--- config.mk ---
export PLATFORM = sky130hd
export DESIGN_NAME = sck_prescaler
export DESIGN_NICKNAME = d
export VERILOG_FILES = /design/src/rtl/psc_pkg.sv /design/src/rtl/psc_scale_reg.sv /design/src/rtl/psc_ratio_hold.sv /design/src/rtl/psc_div_core.sv /design/src/rtl/sck_prescaler.sv
export SDC_FILE = /design/constraint.sdc
export NUM_CORES = 1
export LEC_CHECK = 0
export BUFFER_PORTS_ARGS = -buffer_cell sky130_fd_sc_hd__buf_4
export CAP_MARGIN = 20
export CORE_ASPECT_RATIO = 1.5
export CORE_UTILIZATION = 60
export CTS_CLUSTER_DIAMETER = 100
export CTS_CLUSTER_SIZE = 20
export DETAILED_ROUTE_END_ITERATION = 10
export PLACE_DENSITY_LB_ADDON = 0.05
export RECOVER_POWER = 100
export SKIP_LAST_GASP = 1
export SLEW_MARGIN = 30
export SYNTH_ARGS = -nofsm -noshare
export SYNTH_HDL_FRONTEND = slang
export SYNTH_SLANG_ARGS = --single-unit
--- constraint.sdc ---
create_clock -name clk_i -period 3.1 [get_ports clk_i]
set_clock_uncertainty 0.2 [all_clocks]
set_input_delay 0.155 -clock clk_i [delete_from_list [all_inputs] [get_ports clk_i]]
set_output_delay 0.155 -clock clk_i [all_outputs]
set_load 0.02 [all_outputs]
--- src/rtl/psc_pkg.sv ---
package psc_pkg;
  localparam int PSC_REG_W   = 16;
  localparam int PSC_LOW_W   = 3;
  localparam int PSC_UP_LSB  = 8;
  localparam int PSC_UP_W    = 5;
  localparam int PSC_EXT_LOG = 5;
  localparam int PSC_MAX_LOG = 10;
  localparam int PSC_LOG_W   = $clog2(PSC_MAX_LOG + 1);
  localparam logic [PSC_LOW_W-1:0] PSC_BYPASS = '1;

  typedef logic [PSC_LOG_W-1:0]   psc_log_t;
  typedef logic [PSC_MAX_LOG-1:0] psc_cnt_t;

  // log2 of the division ratio from the two code fields, rounded up and capped
  function automatic psc_log_t psc_code_to_log(input logic [PSC_LOW_W-1:0] lo,
                                               input logic [PSC_UP_W-1:0] up);
    int sum;
    sum = (lo == PSC_BYPASS) ? 0 : int'(lo) + 1;
    if (up != '0) sum = sum + PSC_EXT_LOG;
    if (sum > PSC_MAX_LOG) sum = PSC_MAX_LOG;
    return psc_log_t'(sum);
  endfunction

  // last count value of a period: 2**lg - 1
  function automatic psc_cnt_t psc_last_count(input psc_log_t lg);
    psc_cnt_t m;
    for (int i = 0; i < PSC_MAX_LOG; i++) m[i] = (i < int'(lg));
    return m;
  endfunction

  // second half of the period (always true for the bypass ratio)
  function automatic logic psc_phase(input psc_cnt_t cnt, input psc_log_t lg);
    logic ph;
    ph = 1'b1;
    for (int i = 0; i < PSC_MAX_LOG; i++)
      if (i + 1 == int'(lg)) ph = cnt[i];
    return ph;
  endfunction
endpackage

--- src/rtl/psc_scale_reg.sv ---
module psc_scale_reg #(
  parameter int REG_W = psc_pkg::PSC_REG_W
) (
  input  logic             clk_i,
  input  logic             rst_ni,
  input  logic             we_i,
  input  logic [REG_W-1:0] wdata_i,
  output logic [REG_W-1:0] code_o
);
  logic [REG_W-1:0] code_q;

  always_ff @(posedge clk_i) begin
    if (!rst_ni)   code_q <= '0;
    else if (we_i) code_q <= wdata_i;
  end

  assign code_o = code_q;
endmodule

--- src/rtl/psc_ratio_hold.sv ---
module psc_ratio_hold
  import psc_pkg::*;
#(
  parameter int REG_W = PSC_REG_W,
  parameter int LOG_W = PSC_LOG_W
) (
  input  logic             clk_i,
  input  logic             rst_ni,
  input  logic [REG_W-1:0] code_i,
  input  logic             run_i,
  input  logic             load_i,
  output logic [LOG_W-1:0] act_log_o
);
  localparam logic [REG_W-1:0] LOW_MASK   = REG_W'({PSC_LOW_W{1'b1}});
  localparam logic [REG_W-1:0] UP_MASK    = REG_W'({PSC_UP_W{1'b1}}) << PSC_UP_LSB;
  localparam logic [REG_W-1:0] FIELD_MASK = LOW_MASK | UP_MASK;

  logic [PSC_LOW_W-1:0] lo_w;
  logic [PSC_UP_W-1:0]  up_w;
  logic [LOG_W-1:0]     next_log;
  logic [LOG_W-1:0]     act_q;
  logic                 reload_evt;
  logic                 unused_code_bits;

  assign lo_w             = code_i[PSC_LOW_W-1:0];
  assign up_w             = code_i[PSC_UP_LSB +: PSC_UP_W];
  assign unused_code_bits = ^(code_i & ~FIELD_MASK);
  assign next_log         = LOG_W'(psc_code_to_log(lo_w, up_w));
  // ratio follows the code while idle, and is captured at a frame start
  assign reload_evt       = load_i || !run_i;

  always_ff @(posedge clk_i) begin
    if (!rst_ni)         act_q <= LOG_W'(psc_code_to_log('0, '0));
    else if (reload_evt) act_q <= next_log;
  end

  assign act_log_o = act_q;
endmodule

--- src/rtl/psc_div_core.sv ---
module psc_div_core
  import psc_pkg::*;
#(
  parameter int CNT_W = PSC_MAX_LOG,
  parameter int LOG_W = PSC_LOG_W
) (
  input  logic             clk_i,
  input  logic             rst_ni,
  input  logic             en_i,
  input  logic             start_i,
  input  logic [LOG_W-1:0] act_log_i,
  input  logic             idle_hi_i,
  output logic             run_o,
  output logic [CNT_W-1:0] cnt_o,
  output logic             tick_o,
  output logic             sck_o
);
  logic             run_q;
  logic [CNT_W-1:0] cnt_q;
  logic [CNT_W-1:0] last_cnt;
  logic             wrap_evt;
  logic             phase_w;

  assign last_cnt = CNT_W'(psc_last_count(psc_log_t'(act_log_i)));
  assign wrap_evt = run_q && (cnt_q == last_cnt);
  assign phase_w  = psc_phase(psc_cnt_t'(cnt_q), psc_log_t'(act_log_i));

  always_ff @(posedge clk_i) begin
    if (!rst_ni || !en_i) begin
      run_q <= 1'b0;
      cnt_q <= '0;
    end else if (start_i) begin
      run_q <= 1'b1;
      cnt_q <= '0;
    end else if (run_q) begin
      cnt_q <= wrap_evt ? '0 : cnt_q + 1'b1;
    end
  end

  assign run_o  = run_q;
  assign cnt_o  = cnt_q;
  assign tick_o = wrap_evt;
  assign sck_o  = idle_hi_i ^ (run_q & phase_w);
endmodule

--- src/rtl/sck_prescaler.sv ---
module sck_prescaler #(
  parameter int REG_W   = psc_pkg::PSC_REG_W,
  parameter int MAX_LOG = psc_pkg::PSC_MAX_LOG
) (
  input  logic             clk_i,
  input  logic             rst_ni,
  input  logic             wr_en_i,
  input  logic             wr_sel_i,
  input  logic [REG_W-1:0] wr_data_i,
  input  logic             sck_en_i,
  input  logic             frame_start_i,
  input  logic             idle_hi_i,
  output logic             tx_tick_o,
  output logic             tx_sck_o,
  output logic             rx_tick_o,
  output logic             rx_sck_o
);
  localparam int NCH   = 2;
  localparam int LOG_W = $clog2(MAX_LOG + 1);
  localparam int CNT_W = MAX_LOG;

  logic                        start_w;
  logic [NCH-1:0][REG_W-1:0]   code_w;
  logic [NCH-1:0][LOG_W-1:0]   act_log_w;
  logic [NCH-1:0][CNT_W-1:0]   cnt_w;
  logic [NCH-1:0]              run_w;
  logic [NCH-1:0]              tick_w;
  logic [NCH-1:0]              sck_w;

  // accepted frame start, shared by both paths
  assign start_w = frame_start_i && sck_en_i;

  for (genvar g = 0; g < NCH; g++) begin : g_ch
    logic we_w;
    assign we_w = wr_en_i && (wr_sel_i == 1'(g));

    psc_scale_reg #(.REG_W(REG_W)) reg_i (
      .clk_i   (clk_i),
      .rst_ni  (rst_ni),
      .we_i    (we_w),
      .wdata_i (wr_data_i),
      .code_o  (code_w[g])
    );

    psc_ratio_hold #(.REG_W(REG_W), .LOG_W(LOG_W)) hold_i (
      .clk_i     (clk_i),
      .rst_ni    (rst_ni),
      .code_i    (code_w[g]),
      .run_i     (run_w[g]),
      .load_i    (start_w),
      .act_log_o (act_log_w[g])
    );

    psc_div_core #(.CNT_W(CNT_W), .LOG_W(LOG_W)) div_i (
      .clk_i     (clk_i),
      .rst_ni    (rst_ni),
      .en_i      (sck_en_i),
      .start_i   (start_w),
      .act_log_i (act_log_w[g]),
      .idle_hi_i (idle_hi_i),
      .run_o     (run_w[g]),
      .cnt_o     (cnt_w[g]),
      .tick_o    (tick_w[g]),
      .sck_o     (sck_w[g])
    );
  end

  assign tx_tick_o = tick_w[0];
  assign tx_sck_o  = sck_w[0];
  assign rx_tick_o = tick_w[1];
  assign rx_sck_o  = sck_w[1];
endmodule

# ---- After elaboration in Yosys (flattened, before gate mapping)
# Cells that the tools add are included.
dict set report classes {
  add_sub_neg 6
  magnitude_cmp 22
  n_eq_ne 24
  mux 28
  n_bitwise 5
  reduce_logical 13
}
# cell n
set op_table {}
lappend op_table {{$mux 32} 4}
lappend op_table {{$add 32x4->32 const B} 2}
lappend op_table {{$gt 32x5->1 const B} 2}
lappend op_table {{$eq 4x4->1 const A} 14}
lappend op_table {{$lt 3x4->1 const A} 8}
lappend op_table {{$add 10x1->10 const B} 2}
lappend op_table {{$eq 10x10->1} 2}
lappend op_table {{$mux 1} 20}
lappend op_table {{$mux 10} 2}
lappend op_table {{$eq 3x4->1 const A} 4}
lappend op_table {{$lt 1x4->1 const A} 4}
lappend op_table {{$lt 2x4->1 const A} 4}
lappend op_table {{$lt 4x4->1 const A} 4}
lappend op_table {{$reduce_bool 5->1} 2}
lappend op_table {{$add 3x1->4 const B} 2}
lappend op_table {{$eq 2x4->1 const A} 2}
lappend op_table {{$mux 4} 2}
lappend op_table {{$eq 3x3->1 const B} 2}
lappend op_table {{$logic_and 1x1->1} 5}
lappend op_table {{$logic_not 1->1} 3}
lappend op_table {{$and 1x1->1} 2}
lappend op_table {{$logic_or 1x1->1} 2}
lappend op_table {{$reduce_or 2->1} 1}
lappend op_table {{$xor 1x1->1} 2}
lappend op_table {{$not 1->1} 1}
dict set report totals {
  ff_bits 55
  input_bits 23
  out_inout_bits 4
  word_cells 105
}

# ---- Longest topological paths before layout
# Gate-level depths: netlist of run 1.
dict set report depth {
  word_depth 13
  ltp_mapped 9
  mapped_depth_nobuf 9
}

# ---- Cells and area by module
# A second synthesis of run 1 with hierarchy kept.
dict set report unflattened {
  hier_cells 391
  hier_area_um2 3742.3
}
# mod n_inst cells_each area_each_um2 seq_area_each_um2
set modules_own_cells {}
lappend modules_own_cells {psc_div_core 2 102 890.9 220.2}
lappend modules_own_cells {psc_scale_reg 2 51 615.6 320.3}
lappend modules_own_cells {{psc_ratio_hold at g_ch[1].hold_i} 1 38 361.6 80.1}
lappend modules_own_cells {{psc_ratio_hold at g_ch[0].hold_i} 1 44 345.3 80.1}
lappend modules_own_cells {sck_prescaler 1 3 22.5 0.0}

# ---- Worst setup path before layout of run 1
# Ideal clock, no wire load.
dict set report synth_timing {
  kind {register to output}
  startpoint {register g_ch[1].hold_i.act_q[3]}
  endpoint {output port rx_tick_o}
  arrival_ns 1.868
  required_ns 2.745
  path_slack_ns 0.877
  path_stages_with_launch 8
  path_buffers 2
  cell_sequence {dfxtp_1 clkbuf_1 or2_2 a21oi_1 o2111ai_1 a2111oi_1 buf_2 and2_1}
}
dict set report synth_via {
  elab_chain_len 3
  elab_cells_between_ends 12
  classes_between {10 x order compare; 1 x eq/ne; 1 x reduce/logical}
}
# element line
set synth_rtl {}
lappend synth_rtl {{from (decl)} psc_ratio_hold.sv:21} ;# logic [LOG_W-1:0] act_q;
lappend synth_rtl {{from (signal assigned)} psc_ratio_hold.sv:33} ;# if (!rst_ni) act_q <= LOG_W'(psc_code_to_log('0, '0));
lappend synth_rtl {{from (signal assigned)} psc_ratio_hold.sv:34} ;# else if (reload_evt) act_q <= next_log;
lappend synth_rtl {{$lt 1x4->1, or another cell as far along} psc_pkg.sv:27} ;# for (int i = 0; i < PSC_MAX_LOG; i++) m[i] = (i < int'(lg));
lappend synth_rtl {{$eq 10x10->1 *} psc_div_core.sv:25} ;# assign wrap_evt = run_q && (cnt_q == last_cnt);
lappend synth_rtl {{$logic_and 1x1->1 *} psc_div_core.sv:25}
lappend synth_rtl {{to (decl)} sck_prescaler.sv:15} ;# output logic rx_tick_o,
# Mark *: on every way between the ends. The rest lies on a longest branch, timed or not.

# ---- Worst setup path after layout of run 1
dict set report layout_timing {
  startpoint {register g_ch[0].hold_i.act_q[2]}
  endpoint {output port tx_tick_o}
}
dict set report layout_via {
  elab_chain_len 3
  elab_cells_between_ends 12
  classes_between {10 x order compare; 1 x eq/ne; 1 x reduce/logical}
}
# element line
set layout_rtl {}
lappend layout_rtl {{from (decl)} psc_ratio_hold.sv:21}
lappend layout_rtl {{from (signal assigned)} psc_ratio_hold.sv:33}
lappend layout_rtl {{from (signal assigned)} psc_ratio_hold.sv:34}
lappend layout_rtl {{$lt 1x4->1, or another cell as far along} psc_pkg.sv:27}
lappend layout_rtl {{$eq 10x10->1 *} psc_div_core.sv:25}
lappend layout_rtl {{$logic_and 1x1->1 *} psc_div_core.sv:25}
lappend layout_rtl {{to (decl)} sck_prescaler.sv:13} ;# output logic tx_tick_o,
# Marks and branches as above.

==> impl_metrics.csv, run 1 <==
group,metric,value,unit
power_and_ir_drop,irDropWorstVdd,325,uV
layout,final_util,70.6,%
cts,clockBufferDepth,2,
floorplanning,die_w,59.1,um
route,drc,0,
synth,synth_seq_area_share,30.7,%
floorplanning,dieHeight,87.7,um
critical_path,timing.rr.end,"g_ch[0].div_i.cnt_o[2]$_SDFFE_PP0P_",
global_route,grt_start_max_net_pins,23,
hold_path,holdPathEnd,"g_ch[0].div_i.cnt_o[1]$_SDFFE_PP0P_",
critical_path,r2r_cells,5,
hold_path,min_path_cells,5,
synth,synth-seq-cells,45,
global_route,grt_usage,28.2,%
critical_path,endpoint_kind,"primary output",
global_route,grt_pass1_vias,2645,
critical_path,r2r_setup_slack,0.49,ns
cts,htree_levels,2,
route,via_count,2767,
power_and_ir_drop,p_int,0.968,mW
synth,syn_area,0.00294,mm2
route,ant_nets,0,
hold_path,hold_class,"primary input to flop",
hold_path,min-delay-start,"sck_en_i",
critical_path,cp_cell_sequence,"or2_0 -> o41a_1 -> a2111oi_0 -> and2_0 -> and2_1 -> buf_4",
power_and_ir_drop,p_leak,1.18,nW
route,routed_wl,6650,um
synth,synthArstFlopShare,0,%
power_and_ir_drop,clkPwrFrac,31.7,%
outcome,status,"completed",
synth,synth_top_area_share,30.7,%
critical_path,path_max_fanout,19,
synth,synthFlopType,"dfxtp_1",
route,drt_iter0_markers,173,
floorplanning,die_area,0.00518,mm2
placed_design,place_hpwl,4650,um
synth,synth_top_cell_by_area,"dfxtp_1",
timing,setup_viol,0,
floorplanning,core_area,0.00462,mm2
route,dr.pass1.iters,4,
layout,finalNetCount,424,
cts,cts-resized-gates,0,
flow_run,drv_cap,0,
power_and_ir_drop,comb_power_share,20.3,%
synth,yosysWarnings,0,
placed_design,io_buffers,18,
cts,clock_sinks,45,
placed_design,gp_congestion,0.869,
layout,stdcell_count,455,
critical_path,cpPeakStageDelay,0.56,ns
global_route,antenna_found_initial,0,
timing,drv_slew,0,
timing,rsz0062_at_grt,"no",
layout,area_delta_synth_final,11.1,%
timing,max_slew_margin,57.8,%
timing,finalCriticalPeriod,2.87,ns
cts,cts_tree,"done",
power_and_ir_drop,power_density,419,mW/mm2
global_route,grt.overflow.total,0,
timing,fin_tns_setup,0,ns
synth,synth_cell_types,60,
power_and_ir_drop,swShare,29.2,%
critical_path,slowest_stage,"a2111oi_0",
floorplanning,start_util,63.6,%
global_route,grt_pass1_wl,11400,um
synth,synthTopCellsByArea,"dfxtp_1, nand2_1, a21oi_1, ha_1, xor2_1",
cts,clockRootBuffer,"clkbuf_8",
synth,syn_inst,382,
critical_path,worst_r2r_startpoint,"g_ch[0].hold_i.act_log_o[2]$_SDFFE_PN0P_",
critical_path,path_class,"flop to primary output",
timing,worst_pin_slew,0.633,ns
synth,syn-mean-instance-area,7.68,um2
floorplanning,io_pins,27,
critical_path,arrival,2.52,ns
cts,clkTransAtPathRegs,0.08,ns
critical_path,startpoint_type,"flop",
timing,max_freq,348,MHz
floorplanning,rows,30,
synth,syn_nets,415,
cts,numCtsBuffers,5,
route,viasPerCell,6.08,
placed_design,placed_cells,434,
critical_path,required,2.74,ns
synth,synth_edf_count,0,
power_and_ir_drop,p_sw,0.398,mW
power_and_ir_drop,seqPwrFrac,48.0,%
timing,final-hold-violation-count,0,
timing,fin_crit_sh,92.7,%
route,wl_per_cell,14.6,um
cts,clock_latency,0.29,ns
layout,drive_gt1_share,7.16,%
layout,diodes,0,
==> worst max path at each step <==
stage | start | end | slack [ns] | cells past startpoint
finish | g_ch[0].hold_i.act_log_o[2]$_SDFFE_PN0P_ | tx_tick_o | 0.23 | 6
global route | g_ch[0].hold_i.act_log_o[2]$_SDFFE_PN0P_ | tx_tick_o | 0.1 | 6
CTS | g_ch[1].hold_i.act_log_o[1]$_SDFFE_PN0P_ | rx_tick_o | 0.30 | 6
detailed placement | g_ch[1].hold_i.act_log_o[1]$_SDFFE_PN0P_ | rx_tick_o | 0.63 | 6
global placement | g_ch[1].hold_i.act_log_o[1]$_SDFFE_PN0P_ | rx_tick_o | 0.66 | 6
floorplan | g_ch[1].hold_i.act_log_o[3]$_SDFFE_PN0P_ | rx_tick_o | 0.88 | 7
==> placed cells by master, fill, tap and decap left out, drive strengths merged, types with 4 or more instances in the layout <==
master	count
nand2b	10
a21oi	31
nor3	17
dlygate4sd3	14
xnor2	13
nor3b	4
mux2i	5
xor2	14
clkbuf	10
dfxtp	45
ha	10
o21ai	14
nand3	18
and3	4
a211oi	9
nand4	5
nand2	48
nor2	18
nor2b	9
a311oi	4
inv	11
and2	5
buf	15
a31oi	4
==> layout make-up <==
class | count | area [um2]
timing repair buffer | 34 | 272
tap | 64 | 80.1
multi-input combinational | 294 | 1860
fill | 423 | 1360
sequential | 45 | 901
inverter | 11 | 41.3
clock buffer | 5 | 68.8
clock inverter | 2 | 35.0
==> flip-flops by register name, indices dropped and copies added, names as in the netlist <==
name	flops
g_ch.reg_i.code_o	16
g_ch.div_i.cnt_o	20
g_ch.hold_i.act_log_o	8
g_ch.div_i.run_o	1
==> worst max-delay path: cells and delay by family, from the launching register on <==
| kind | cells | cell delay (ns) |
|---|---|---|
| buf+inv | 1 | 0.13 |
| simple gates | 3 | 0.68 |
| compound gates | 2 | 0.93 |
| flops | 1 | 0.48 |
==> repair_timing <==
item	CTS	global route
hold endpoints to repair	21	0
setup buffers	0	0
setup endpoints to repair	0	0
hold buffers	14	0
==> power groups by stage <==
stage          registers (mW)  logic (mW)  clock network (mW)
2_1_floorplan           0.627       0.245                   0
3_3_place_gp            0.667       0.261                   0
4_1_cts                 0.655       0.282               0.439
6_report                0.655       0.278               0.433
3_5_place_dp            0.668       0.267                   0
5_1_grt                 0.663       0.307               0.469
==> metrics by stage <==
stage / worst slack [ns] / total power [mW] / hold WS (ns) / instance area, um2
2_1_floorplan: 0.877 / 0.872 / 0.0439 / 2940
3_3_place_gp: 0.659 / 0.929 / 0.205 / 3040
3_5_place_dp: 0.629 / 0.935 / 0.207 / 3040
4_1_cts: 0.300 / 1.38 / 0.0813 / 3290
5_1_grt: 0.0970 / 1.44 / 0.101 / 3260
6_report: 0.227 / 1.37 / 0.0906 / 3260
==> cell usage after synthesis, types with 3 or more instances <==
library cell	n
nor3b_1	4
a21oi_1	31
mux2i_1	5
nor2b_1	9
o22ai_1	3
nand2_1	48
o211ai_1	3
dfxtp_1	45
buf_2	4
nand3_1	18
nand4_1	5
ha_1	10
a211oi_1	9
nor3_1	17
a31oi_1	4
xnor2_1	13
o21ai_0	14
xor2_1	14
clkbuf_1	25
and2_1	5
inv_1	11
and3_1	4
nor2_1	18
a311oi_1	4
nand2b_1	10
nand3b_1	3
==> per-layer routing <==
layer  wire (um)  vias up  global-route usage [%]
met4         120        0                    10.2
li1            -     1390                       -
met2        3580       49                    52.1
met3         176       13                    3.99
met5           0        -                       0
met1        2770     1315                    32.2
==> kinds of logic after synthesis <==
family          after synthesis  share of synthesized area [%]
xor+xnor                     27                           8.06
fa+ha+maj                    10                           4.26
simple gates                154                           26.7
flops                        45                           30.7
buf+inv                      43                           5.80
compound gates               98                           22.8
mux                           5                           1.71
No activity file was read; power rests on OpenSTA's default activity.
==> run 2: changes to the inputs <==
--- a/config.mk
+++ b/config.mk
@@ -7,7 +7,6 @@
 export LEC_CHECK = 0
 export BUFFER_PORTS_ARGS = -buffer_cell sky130_fd_sc_hd__buf_4
 export CAP_MARGIN = 20
-export CORE_ASPECT_RATIO = 1.5
 export CORE_UTILIZATION = 60
 export CTS_CLUSTER_DIAMETER = 100
 export CTS_CLUSTER_SIZE = 20
==> impl_metrics.csv, run 2 (same netlist as run 1, synthesis figures left out) <==
group,metric,value,unit
timing,drv_slew,0,
cts,clkTransAtPathRegs,0.09,ns
layout,mostFrequentLayoutCells,"nand2_1, dfxtp_1, a21oi_1",
timing,final-hold-violation-count,0,
global_route,grt_start_max_net_pins,22,
placed_design,io_buffers,18,
global_route,met3_usage,4.17,%
route,viasPerCell,5.92,
layout,area_delta_synth_final,12.4,%
critical_path,r2r_setup_slack,0.64,ns
hold_path,min-delay-start,"sck_en_i",
cts,htree_levels,2,
route,via_count,2715,
timing,rsz0062_at_grt,"no",
critical_path,path_class,"flop to primary output",
critical_path,arrival,2.42,ns
timing,fin_tns_setup,0,ns
placed_design,gp_congestion,0.892,
floorplanning,start_util,62.1,%
route,wl_per_cell,14.3,um
critical_path,crit_path_end,"rx_tick_o",
route,routed_wl,6550,um
floorplanning,rows,25,
floorplanning,die_w,71.9,um
route,drc,0,
timing,max_freq,361,MHz
cts,cts_setup_buffers,0,
cts,clock_sinks,45,
hold_path,hold_class,"primary input to flop",
flow_run,drv_cap,0,
critical_path,critPathLaunch,"g_ch[1].hold_i.act_log_o[1]$_SDFFE_PN0P_",
timing,setup_ws,0.329,ns
layout,final_common_cell,"nand2_1",
layout,largest_register_ff_count,20,
cts,clockRootBuffer,"clkbuf_8",
layout,diodes,0,
cts,clock_latency,0.31,ns
floorplanning,io_pins,27,
critical_path,required,2.74,ns
global_route,antenna_found_initial,0,
critical_path,path_max_fanout,14,
global_route,gr-usage-met2,46.0,%
cts,clockBufferDepth,2,
cts,cts_tree,"done",
critical_path,endpoint_kind,"primary output",
layout,stdcell_count,459,
global_route,busiest_layer,"met2",
global_route,grt_usage,27.3,%
layout,drive_gt1_share,7.40,%
floorplanning,core_area,0.00472,mm2
power_and_ir_drop,power_density,447,mW/mm2
cts,numCtsBuffers,5,
placed_design,placed_cells,437,
power_and_ir_drop,p_leak,1.19,nW
global_route,grt.overflow.total,0,
placed_design,dp_slack,0.731,ns
global_route,met1_usage,36.3,%
route,dr.pass1.iters,4,
layout,finalNetCount,424,
power_and_ir_drop,irDropWorstVdd,313,uV
placed_design,place_hpwl,4540,um
timing,max_slew_margin,57.2,%
global_route,grt_pass1_wl,11300,um
global_route,grt_pass1_vias,2479,
floorplanning,dieHeight,71.9,um
critical_path,r2r_cells,5,
timing,fin_crit_sh,89.4,%
outcome,status,"completed",
critical_path,startpoint_type,"flop",
route,ant_nets,0,
critical_path,worst_r2r_startpoint,"g_ch[1].div_i.run_o$_SDFFE_PP0P_",
timing,finalCriticalPeriod,2.77,ns
timing,worst_pin_slew,0.642,ns
critical_path,timing.rr.end,"g_ch[0].hold_i.act_log_o[0]$_SDFFE_PN1P_",
power_and_ir_drop,power,1.47,mW
floorplanning,die_area,0.00518,mm2
route,drt_iter0_markers,151,
timing,fin_hold_ws,0.121,ns
timing,setup_viol,0,
run 2: per-layer routing:
| metal | wire length (um) | vias to the layer above |
|---|---|---|
| li1 | - | 1389 |
| met4 | 74 | 0 |
| met1 | 3020 | 1266 |
| met2 | 3200 | 53 |
| met3 | 257 | 7 |
| met5 | 0 | - |
run 2: worst max-delay path, stage by stage (launching register included):
cell and delay [ns]:
dfxtp_1 0.62, inv_1 0.20, a22oi_1 0.20, o22ai_1 0.10, a2111oi_0 0.46, buf_4 0.26
and2_1 0.14, buf_4 0.13
run 2: cell type report:
cell class,count,area (um2)
fillers,427,1430
inverters,11,41.3
multi-input cells,294,1860
well taps,67,83.8
repair buffers,34,272
clock buffers,5,68.8
clock inverters,3,68.8
flip-flops and latches,45,901
run 2: timing repair:
action	CTS	global route
resized for setup	0	0
hold endpoints to repair	21	0
hold buffers	14	0
run 2: worst min-delay path by stage:
| stage | to | slack, ns | depth (start not counted) |
|---|---|---|---|
| 5_1_grt | g_ch[0].div_i.cnt_o[1]$_SDFFE_PP0P_ | 0.14 | 5 |
| 3_5_place_dp | g_ch[1].div_i.run_o$_SDFFE_PP0P_ | 0.20 | 3 |
| 6_report | g_ch[0].div_i.cnt_o[1]$_SDFFE_PP0P_ | 0.12 | 5 |
| 3_3_place_gp | g_ch[1].div_i.run_o$_SDFFE_PP0P_ | 0.20 | 3 |
| 4_1_cts | g_ch[0].div_i.cnt_o[1]$_SDFFE_PP0P_ | 0.11 | 5 |
| 2_1_floorplan | g_ch[1].hold_i.act_log_o[0]$_SDFFE_PN1P_ | 0.04 | 1 |
run 2: stage by stage:
stage | util [%] | cell area (um2)
floorplan | - | 2940
global placement | 64.4 | 3040
detailed placement | 64.4 | 3040
CTS | 70.3 | 3320
global route | 69.8 | 3300
finish | 69.8 | 3300
run 2: power by group:
part	total [mW]	switching [mW]	internal, mW
combinational	0.277	0.145	0.132
sequential	0.657	0.0565	0.601
clock	0.539	0.214	0.325
total	1.47	0.416	1.06
==> run 3: changes to the inputs <==
--- a/config.mk
+++ b/config.mk
@@ -7,7 +7,9 @@
 export LEC_CHECK = 0
 export BUFFER_PORTS_ARGS = -buffer_cell sky130_fd_sc_hd__buf_4
 export CAP_MARGIN = 20
-export CORE_UTILIZATION = 60
+export CELL_PAD_IN_SITES_DETAIL_PLACEMENT = 0
+export CELL_PAD_IN_SITES_GLOBAL_PLACEMENT = 2
+export CORE_UTILIZATION = 35
 export CTS_CLUSTER_DIAMETER = 100
 export CTS_CLUSTER_SIZE = 20
 export DETAILED_ROUTE_END_ITERATION = 10
==> impl_metrics.csv, run 3 (same netlist as run 1, synthesis figures left out) <==
group,metric,value,unit
cts,clock_latency,0.29,ns
timing,worst_pin_slew,0.692,ns
timing,fin_hold_ws,0.110,ns
hold_path,min-delay-start,"sck_en_i",
floorplanning,dieHeight,93.6,um
power_and_ir_drop,seqPwrFrac,50.5,%
critical_path,slowest_stage,"dfxtp_1",
cts,clock_sinks,45,
critical_path,path_delay_family,"compound AO/OA/AOI/OAI gates",
power_and_ir_drop,p_int,0.894,mW
timing,final-hold-violation-count,0,
floorplanning,die_w,93.6,um
timing,max_freq,359,MHz
timing,rsz0062_at_grt,"no",
placed_design,io_buffers,18,
layout,final_common_cell,"nand2_1",
layout,area_delta_synth_final,13.9,%
placed_design,placed_cells,476,
layout,drive_gt1_share,7.56,%
route,via_count,2697,
global_route,antenna_found_initial,0,
critical_path,cpPeakStageDelay,0.62,ns
critical_path,worst_r2r_startpoint,"g_ch[0].hold_i.act_log_o[1]$_SDFFE_PN0P_",
hold_path,hold_class,"primary input to flop",
floorplanning,start_util,35.9,%
placed_design,place_hpwl,5010,um
power_and_ir_drop,p_sw,0.401,mW
layout,largest_register_ff_count,20,
timing,drv_slew,0,
placed_design,dp_slack,0.684,ns
route,ant_nets,0,
power_and_ir_drop,power_density,388,mW/mm2
power_and_ir_drop,swShare,31.0,%
placed_design,gp_congestion,0.783,
critical_path,r2r_setup_slack,0.60,ns
cts,cts_setup_buffers,0,
global_route,grt_pass1_wl,12300,um
power_and_ir_drop,comb_power_share,22.2,%
placed_design,placed_area,0.00310,mm2
critical_path,cp_num_buf_inv,2,
critical_path,arrival,2.43,ns
global_route,grt_usage,17.6,%
floorplanning,core_area,0.00818,mm2
timing,max_slew_margin,53.8,%
critical_path,r2r_cells,5,
route,drt_iter0_markers,99,
outcome,status,"completed",
cts,clockRootBuffer,"clkbuf_8",
global_route,grt_start_max_net_pins,22,
hold_path,min_path_cells,5,
layout,diodes,0,
route,routed_wl,7230,um
critical_path,cp_cell_sequence,"nor2_1 -> o21ai_0 -> o2111ai_1 -> a2111oi_0 -> buf_4 -> and2_1 -> buf_4",
layout,finalNetCount,429,
hold_path,holdPathEnd,"g_ch[0].div_i.cnt_o[1]$_SDFFE_PP0P_",
floorplanning,rows,33,
critical_path,required,2.74,ns
route,viasPerCell,5.37,
layout,final_util,40.9,%
floorplanning,die_area,0.00876,mm2
cts,htree_levels,2,
route,wl_per_cell,14.4,um
timing,setup_ws,0.313,ns
cts,cts_tree,"done",
flow_run,drv_cap,0,
critical_path,cp_common_cell,"buf_4",
route,drc,0,
global_route,grt_pass1_vias,2522,
cts,clockBufferDepth,2,
critical_path,path_class,"flop to primary output",
global_route,grt.overflow.total,0,
power_and_ir_drop,p_leak,1.19,nW
floorplanning,io_pins,27,
critical_path,path_max_fanout,14,
timing,fin_crit_sh,89.9,%
layout,fill_cells,848,
critical_path,startpoint_type,"flop",
critical_path,timing.rr.end,"g_ch[0].div_i.cnt_o[6]$_SDFFE_PP0P_",
power_and_ir_drop,power,1.30,mW
critical_path,endpoint_kind,"primary output",
cts,numCtsBuffers,5,
route,dr.pass1.iters,4,
timing,finalCriticalPeriod,2.79,ns
timing,setup_viol,0,
cts,clkTransAtPathRegs,0.09,ns
power_and_ir_drop,irDropWorstVdd,150,uV
layout,stdcell_area,0.00334,mm2
layout,stdcell_count,502,
power_and_ir_drop,clkPwrFrac,27.3,%
timing,fin_tns_setup,0,ns
layout,mostFrequentLayoutCells,"nand2_1, dfxtp_1, a21oi_1",
## run 3: power groups by stage
| stage | Clock [mW] | Sequential, mW | Combinational [mW] |
|---|---|---|---|
| floorplan | 0 | 0.627 | 0.245 |
| global placement | 0 | 0.669 | 0.277 |
| detailed placement | 0 | 0.667 | 0.275 |
| CTS | 0.372 | 0.654 | 0.292 |
| global route | 0.397 | 0.661 | 0.326 |
| finish | 0.354 | 0.654 | 0.287 |
## run 3: worst max-delay path by stage
| stage | startpoint | endpoint | slack (ns) | cells past startpoint |
|---|---|---|---|---|
| 3_5_place_dp | g_ch[0].hold_i.act_log_o[1]$_SDFFE_PN0P_ | g_ch[0].div_i.cnt_o[4]$_SDFFE_PP0P_ | 0.68 | 5 |
| 4_1_cts | g_ch[1].hold_i.act_log_o[1]$_SDFFE_PN0P_ | rx_tick_o | 0.34 | 7 |
| 3_3_place_gp | g_ch[1].hold_i.act_log_o[1]$_SDFFE_PN0P_ | rx_tick_o | 0.65 | 7 |
| 6_report | g_ch[1].hold_i.act_log_o[1]$_SDFFE_PN0P_ | rx_tick_o | 0.31 | 7 |
| 5_1_grt | g_ch[0].hold_i.act_log_o[1]$_SDFFE_PN0P_ | tx_tick_o | 0.17 | 6 |
| 2_1_floorplan | g_ch[1].hold_i.act_log_o[3]$_SDFFE_PN0P_ | rx_tick_o | 0.88 | 7 |
## run 3: per-layer routing
layer / up-vias / wire (um) / global-route usage, %
met5: - / 0 / 0
met4: 0 / 36 / 3.85
met3: 2 / 95 / 2.93
met2: 18 / 3310 / 27.8
met1: 1277 / 3790 / 25.0
li1: 1400 / - / -
## run 3: worst reg2reg max path, cell delays in order (launching register included)
cell and delay (ns):
dfxtp_1 0.49, or2_0 0.34, o41a_1 0.40, a2111oi_2 0.42
and4bb_1 0.45, nor3_1 0.09
## run 3: area by class of cell
cell class                      instances  area (um2)  share of cell area, %
Inverter                               11        41.3                   1.24
Sequential cell                        45         901                   27.0
Timing Repair Buffer                   39         323                   9.66
Multi-Input combinational cell        294        1860                   55.7
Clock inverter                          2        10.0                  0.300
Tap cell                              105         131                   3.93
Clock buffer                            6        72.6                   2.17
## run 3: timing repair
action,4_1_cts,5_1_grt
hold buffers,18,0
resized for setup,0,0
endpoints found under the hold margin,21,0
